--- config.mk ---
export PLATFORM = sky130hd
export DESIGN_NAME = irq_vector_seq
export DESIGN_NICKNAME = d
export VERILOG_FILES = /design/src/rtl/irq_seq_pkg.sv /design/src/rtl/irq_pin_sync.sv /design/src/rtl/irq_arbiter.sv /design/src/rtl/irq_vector_seq.sv
export SDC_FILE = /design/constraint.sdc
export NUM_CORES = 1
export LEC_CHECK = 0
export ABC_AREA = 1
export ABC_CLOCK_PERIOD_IN_PS = 1200
export BUFFER_PORTS_ARGS = -buffer_cell sky130_fd_sc_hd__buf_2
export CORE_AREA = 2 2 39 41
export DETAILED_ROUTE_END_ITERATION = 8
export DIE_AREA = 0 0 41 43
export GPL_TIMING_DRIVEN = 0
export PLACE_DENSITY = 0.61
export SYNTH_ARGS = -nofsm -noshare
export SYNTH_HDL_FRONTEND = slang
export SYNTH_SLANG_ARGS = --single-unit
--- constraint.sdc ---
create_clock -name clk -period 1.2 [get_ports clk]
set_input_delay 0.12 -clock clk [delete_from_list [all_inputs] [get_ports clk]]
set_output_delay 0.12 -clock clk [all_outputs]
set_load 0.02 [all_outputs]
--- src/rtl/irq_seq_pkg.sv ---
package irq_seq_pkg;
  // Source code n selects the vector word at VEC_TOP - (2n + 1).
  typedef enum logic [1:0] {
    SRC_RESET = 2'd0,
    SRC_SWI   = 2'd1,
    SRC_EXT   = 2'd2,
    SRC_NONE  = 2'd3
  } src_e;
endpackage

--- src/rtl/irq_pin_sync.sv ---
module irq_pin_sync #(
  parameter int STAGES = 2
) (
  input  logic clk,
  input  logic rst,
  input  logic pin,
  output logic level,
  output logic fall
);
  logic [STAGES-1:0] chain;
  logic              prev;

  always_ff @(posedge clk) begin
    if (rst) begin
      chain <= '1;
      prev  <= 1'b1;
    end else begin
      chain <= {chain[STAGES-2:0], pin};
      prev  <= chain[STAGES-1];
    end
  end

  assign level = chain[STAGES-1];
  assign fall  = prev & ~chain[STAGES-1];
endmodule

--- src/rtl/irq_arbiter.sv ---
module irq_arbiter
  import irq_seq_pkg::*;
(
  input  logic reset_hit,
  input  logic boundary,
  input  logic ext_pend,
  input  logic mask,
  input  logic swi_req,
  output logic fire,
  output src_e src
);
  always_comb begin
    fire = 1'b1;
    if (reset_hit)                       src = SRC_RESET;
    else if (boundary && ext_pend && !mask) src = SRC_EXT;
    else if (boundary && swi_req)        src = SRC_SWI;
    else begin
      src  = SRC_NONE;
      fire = 1'b0;
    end
  end
endmodule

--- src/rtl/irq_vector_seq.sv ---
module irq_vector_seq
  import irq_seq_pkg::*;
#(
  parameter int              ADDR_W      = 16,
  parameter logic [ADDR_W-1:0] VEC_TOP   = 16'h1FFF,
  parameter int              SYNC_STAGES = 2
) (
  input  logic              clk,
  input  logic              rst,
  input  logic              rst_req_n,
  input  logic              int_rst,
  input  logic              swi_exec,
  input  logic              irq_pin,
  input  logic              irq_en,
  input  logic              cpu_mask,
  input  logic              insn_bound,
  output logic              take_int,
  output logic [ADDR_W-1:0] vec_addr,
  output logic              set_mask,
  output logic              pin_level
);
  localparam logic [ADDR_W-1:0] VEC_RST = VEC_TOP - ADDR_W'(1);
  localparam logic [ADDR_W-1:0] VEC_EXT = VEC_TOP - ADDR_W'(5);

  function automatic logic [ADDR_W-1:0] vec_of(input src_e s);
    return VEC_TOP - {{(ADDR_W-3){1'b0}}, s, 1'b1};
  endfunction

  logic reset_hit, fall, swi_req, fire;
  logic ext_pend_q, swi_pend_q, take_q;
  logic [ADDR_W-1:0] vec_q;
  src_e src;

  assign reset_hit = !rst_req_n || int_rst;
  assign swi_req   = swi_pend_q || swi_exec;

  irq_pin_sync #(.STAGES(SYNC_STAGES)) u_sync (
    .clk(clk), .rst(rst), .pin(irq_pin), .level(pin_level), .fall(fall)
  );

  irq_arbiter u_arb (
    .reset_hit(reset_hit), .boundary(insn_bound), .ext_pend(ext_pend_q),
    .mask(cpu_mask), .swi_req(swi_req), .fire(fire), .src(src)
  );

  always_ff @(posedge clk) begin
    if (rst) begin
      ext_pend_q <= 1'b0;
      swi_pend_q <= 1'b0;
      take_q     <= 1'b0;
      vec_q      <= VEC_RST;
    end else begin
      take_q <= fire;
      if (fire) vec_q <= vec_of(src);
      if (reset_hit) begin
        ext_pend_q <= 1'b0;
        swi_pend_q <= 1'b0;
      end else begin
        ext_pend_q <= (ext_pend_q && !(fire && src == SRC_EXT)) || (fall && irq_en);
        swi_pend_q <= swi_req && !(fire && src == SRC_SWI);
      end
    end
  end

  assign take_int = take_q;
  assign set_mask = take_q;
  assign vec_addr = vec_q;

  p_reset_taken_r1: assert property (@(posedge clk) disable iff (rst)
    $past(reset_hit && !rst) |-> (take_int && vec_addr == VEC_RST));
  p_ext_masked_r4: assert property (@(posedge clk) disable iff (rst)
    (take_int && vec_addr == VEC_EXT && !$past(reset_hit)) |-> !$past(cpu_mask));
  p_boundary_only_r7: assert property (@(posedge clk) disable iff (rst)
    take_int |-> ($past(insn_bound) || $past(reset_hit)));
  p_vec_stable_r8: assert property (@(posedge clk) disable iff (rst)
    !take_int |-> $stable(vec_addr));
endmodule

==> results of run 1 <==
-- cells in the final DEF, fill, tap and decap left out --
| cell | instances |
|---|---|
| nor2_1 | 3 |
| or2_2 | 2 |
| inv_2 | 1 |
| dfxtp_1 | 8 |
| o21ai_0 | 1 |
| nor2_2 | 3 |
| conb_1 | 14 |
| clkinv_2 | 1 |
| nor2_4 | 1 |
| buf_4 | 15 |
| clkbuf_4 | 3 |
| nand2_1 | 6 |
| nand2_2 | 3 |
| buf_2 | 13 |
| a21oi_1 | 1 |
| inv_1 | 5 |
| nand3_1 | 3 |
| nand4_1 | 1 |
-- per-layer routing --
metal  vias to the layer above  track usage, %  part of all wire [%]
li1                        194               -                     -
met1                       145           6.796                    33
met2                        17           14.37                    52
met3                         2           6.283                    13
met4                         0           4.000                   1.4
met5                         -               0                     0
-- how the worst max path moves through the flow --
stage	slack, ns	depth (start not counted)	end
6_report	0.26	2	take_int
5_1_grt	0.23	2	take_int
4_1_cts	0.25	2	take_int
3_5_place_dp	0.38	5	vec_addr[2]
3_3_place_gp	0.39	5	vec_addr[2]
2_1_floorplan	0.44	5	vec_addr[2]
-- cell families (layout without fill, tap and decap cells) --
group | count (synthesis) | in the layout
other cells | 2 | 14
simple gates | 22 | 22
buf+inv | 22 | 38
flops | 8 | 8
compound gates | 2 | 2
-- report_power, final --
group          internal (uW)  switching, uW  leakage [uW]
clock                    114           87.6     0.0000138
combinational           60.3           82.7      0.000244
sequential               275           3.84     0.0000657
-- metrics by stage --
stage	setup WS [ns]	area, um2	std cells	hold slack, ns	total power, uW
global route	0.2296	586.8	100	0.03958	660.7
finish	0.2585	586.8	100	0.05341	624.1
floorplan	0.4353	479.2	68	0.1924	399.6
detailed placement	0.3776	564.3	97	0.3093	427.4
CTS	0.2466	586.8	100	0.04388	633.9
global placement	0.3903	564.3	97	0.3035	426.2
-- final cells by class --
type,instances,area [um2],area share (%)
inverters,7,27.53,4.691
multi-input cells,38,178.9,30.49
repair buffers,13,65.06,11.09
flip-flops and latches,8,160.2,27.29
well taps,16,20.02,3.412
plain buffers,15,112.6,19.19
clock buffers,3,22.52,3.838
-- sequential cells by signal, indices dropped and copies added, names as in the netlist --
name	cells
u_sync.chain	2
swi_pend_q	1
set_mask	1
u_sync.prev	1
ext_pend_q	1
vec_addr	2
-- critical path: stages (launching register included) --
cell and delay [ns]:
dfxtp_1 0.31, buf_4 0.12, buf_2 0.15
==> impl_metrics.tcl, run 1 <==
set metrics [dict create \
    final.min_clock_period_ns 0.9415 \
    synth_area_leaders "dfxtp_1, buf_4, nand2_1" \
    ant_nets 0 \
    nNetsFinal 95 \
    worst_setup_path_start_kind "flop" \
    fin_skew_ns 0.001135 \
    rows 14 \
    grt_pass1_vias 297 \
    cts_buffer_depth 2 \
    regToRegEndpoint "vec_addr[2]" \
    worstHoldStart "irq_pin" \
    synth-seq-cells 8 \
    synth_edf_count 0 \
    ys_seq_area_share_pct 36.89 \
    synth-async-reset-ratio_pct 0 \
    ff2ff_path_depth 5 \
    synth_most_common_cell "buf_4" \
    clkLatencyLatePin_ns 0.25 \
    fin_util_pct 42.41 \
    start_util_pct 31.37 \
    drt_iter0_drc 6 \
    portBuffers 13 \
    holdPathStages 2 \
    fp.dieW_um 41 \
    power.density_nw_per_um2 1064 \
    area_delta_synth_final_pct 35.16 \
    rrSetupSlack_ns 0.38 \
    overflow 0 \
    ctsResizeCount 0 \
    drcViolationCount 0 \
    vias_per_cell 3.580 \
    syn_area_per_cell_um2 7.753 \
    netlist.area_leader.share_pct 36.89 \
    clock_sinks 8 \
    synth_top_family_by_area "buffers and inverters" \
    synthMuxAreaShare_pct 0 \
    hold_end "u_sync.chain[0]" \
    cts_tree "yes" \
    p_leak_uw 0.0003240 \
    vias 358 \
    clkTransAtPathRegs_ns 0.05 \
    endpoint_kind "output pin" \
    antenna_found_initial 0 \
    drive_gt1_share_pct 50.00 \
    synthCells 56 \
    first_pass_iters 4 \
    setup_violations 0 \
    crit_arrival_ns 0.82 \
    synth_compound_area_share_pct 2.305 \
    pin_count 28 \
    core_area_um2 1384 \
    die_h_um 43 \
    grt_max_degree 5 \
    grt_pass1_wl_um 979 \
    worst_ir_drop_vdd_v 0.0004774 \
    crit_fanout 2 \
    max_clock_freq_ghz 1.062 \
    finalWirelength_um 649 \
    h-tree-depth 1 \
    slew_violations 0 \
    tns_ns 0 \
    crit_required_ns 1.08 \
    cap_violations 0 \
    synth-main-ff-cell "dfxtp_1" \
    n_fill_cell 154 \
    synth.largest_area_cell "dfxtp_1" \
    ys_types 16 \
    synth_commonest_cells "buf_4, dfxtp_1, nand2_1, inv_1" \
    place_hpwl_um 572.5 \
    track_usage_pct 8.551 \
    cts_inserted_buffers 3 \
    cts_setup_buffers 0 \
    yosys_warnings 0 \
    final_hold_viol_count 0 \
    min_path_type "in2reg" \
    r2r_start "ext_pend_q" \
    rsz0062_at_grt "no" \
    period_share_pct 78.46 \
    syn-cell-area_um2 434.2 \
    diodes 0 \
    critPathLaunch "set_mask" \
    die_area_um2 1763 \
    synth-simple-area-share_pct 26.80 \
    synth_xor_area_share_pct 0 \
    wire_per_inst_um 6.490 \
    status "completed" \
    gp_congestion 0.7199 \
    crit_type "reg2out" \
    synth_fa_ha_area_share_pct 0 \
    root_buffer "clkbuf_4" \
    hold_buffers 0 \
]
No activity file was read; power rests on OpenSTA's default activity.
==> inputs of run 2 (changes only) <==
--- a/config.mk
+++ b/config.mk
@@ -6,7 +6,7 @@
 export NUM_CORES = 1
 export LEC_CHECK = 0
 export ABC_AREA = 1
-export ABC_CLOCK_PERIOD_IN_PS = 1200
+export ABC_CLOCK_PERIOD_IN_PS = 900
 export BUFFER_PORTS_ARGS = -buffer_cell sky130_fd_sc_hd__buf_2
 export CORE_AREA = 2 2 39 41
 export DETAILED_ROUTE_END_ITERATION = 8
==> constraint.sdc (replaced) <==
create_clock -name clk -period 0.9 [get_ports clk]
set_input_delay 0.09 -clock clk [delete_from_list [all_inputs] [get_ports clk]]
set_output_delay 0.09 -clock clk [all_outputs]
set_load 0.02 [all_outputs]
==> impl_metrics.tcl, run 2 (same netlist as run 1, synthesis figures left out) <==
set metrics [dict create \
    status "completed" \
    drt_iter0_drc 3 \
    overflow 0 \
    crit_arrival_ns 0.74 \
    gp_congestion 0.7199 \
    layout_common_cells "buf_4, conb_1, buf_2, dfxtp_1, nand2_1" \
    core_area_um2 1384 \
    final.min_clock_period_ns 0.8294 \
    tns_ns 0 \
    fp.dieW_um 41 \
    vias 354 \
    clock_sinks 8 \
    period_share_pct 92.16 \
    cts_tree "yes" \
    clkLatencyLatePin_ns 0.25 \
    cts_setup_buffers 0 \
    critPathTopFamily "flip-flops" \
    ctsResizeCount 3 \
    first_pass_iters 2 \
    grt_pass1_wl_um 966 \
    place_hpwl_um 572.5 \
    final_hold_viol_count 0 \
    endpoint_kind "output pin" \
    holdWs_ns 0.02530 \
    path_depth 1 \
    cp_cell_sequence "buf_2" \
    h-tree-depth 1 \
    p_leak_uw 0.0003211 \
    track_usage_pct 8.451 \
    worst_ir_drop_vdd_v 0.0006241 \
    n_fill_cell 152 \
    wire_per_inst_um 6.707 \
    max_clock_freq_ghz 1.206 \
    clkTransAtPathRegs_ns 0.05 \
    finalWirelength_um 664 \
    min_path_type "in2reg" \
    pwr-share-clk_pct 31.8 \
    antenna_found_initial 0 \
    rsz0062_at_grt "no" \
    root_buffer "clkbuf_4" \
    setup_violations 0 \
    ff2ff_path_depth 6 \
    holdPathStages 2 \
    drive_gt1_share_pct 51.81 \
    cts_buffer_depth 2 \
    fin_skew_ns 0.0001897 \
    diodes 0 \
    drcViolationCount 0 \
    crit_slowest_cell "dfxtp_1" \
    p_int_uw 600.6 \
    start_util_pct 31.37 \
    p_comb_share_pct 23.2 \
    die_h_um 43 \
    rows 14 \
    crit_required_ns 0.81 \
    grt_max_degree 5 \
    crit_type "reg2out" \
    critical-path-max-stage-delay_ns 0.33 \
    cts_inserted_buffers 3 \
    pin_count 28 \
    area_delta_synth_final_pct 36.31 \
    switching_share_pct 27.56 \
    vias_per_cell 3.576 \
    ant_nets 0 \
    seq_power_share_pct 45.1 \
    p_sw_uw 228.5 \
    slew_violations 0 \
    power.density_nw_per_um2 1401 \
    die_area_um2 1763 \
    critical_path_buf_inv_count 1 \
    grt_pass1_vias 291 \
    crit_fanout 2 \
    worst_setup_path_start_kind "flop" \
    nNetsFinal 94 \
    cap_violations 0 \
    hold_buffers 0 \
    portBuffers 13 \
]
## run 2: changes by cell type in the layout (fill, tap and decap cells not counted), sizes merged
cell,change
buf,-1
## run 2: per-layer routing
layer / global-route usage (%) / share of wire, % / vias up
met3: 6.283 / 12 / 0
met4: 4.000 / 0 / 0
met5: 0 / 0 / -
met1: 6.796 / 35 / 146
li1: - / - / 192
met2: 14.06 / 52 / 16
## run 2: area by class of cell
| type | instances | area [um2] | area share (%) |
|---|---|---|---|
| Inverter | 7 | 27.53 | 4.651 |
| Sequential cell | 8 | 161.4 | 27.27 |
| Buffer | 14 | 105.1 | 17.76 |
| Timing Repair Buffer | 13 | 71.32 | 12.05 |
| Multi-Input combinational cell | 38 | 183.9 | 31.08 |
| Clock buffer | 3 | 22.52 | 3.805 |
| Tap cell | 16 | 20.02 | 3.383 |
## run 2: power by group through the flow
| stage | combinational (uW) | clock [uW] | sequential [uW] |
|---|---|---|---|
| finish | 192 | 263 | 374 |
| global route | 210 | 298 | 374 |
| CTS | 190 | 282 | 374 |
| detailed placement | 190 | 0 | 380 |
| global placement | 189 | 0 | 379 |
| floorplan | 144 | 0 | 388 |
## run 2: through the flow
stage | util [%] | total power (uW) | cells | cell area [um2] | setup WS (ns)
floorplan | - | 532.9 | 68 | 479.2 | 0.1353
global placement | 40.78 | 568.2 | 97 | 564.3 | 0.09033
detailed placement | 40.78 | 569.9 | 97 | 564.3 | 0.07759
CTS | 42.41 | 846.1 | 99 | 586.8 | 0.05108
global route | 42.77 | 882.6 | 99 | 591.8 | 0.02307
finish | 42.77 | 829.1 | 99 | 591.8 | 0.07055
## run 2: worst paths after layout
kind / to / startpoint / slack (ns)
setup / recovery: pin_level / u_sync.chain[1] / 0.07
hold / removal: set_mask / rst / 0.03
setup reg to reg: vec_addr[2] / swi_pend_q / 0.09
hold reg to reg: u_sync.chain[1] / u_sync.chain[0] / 0.42
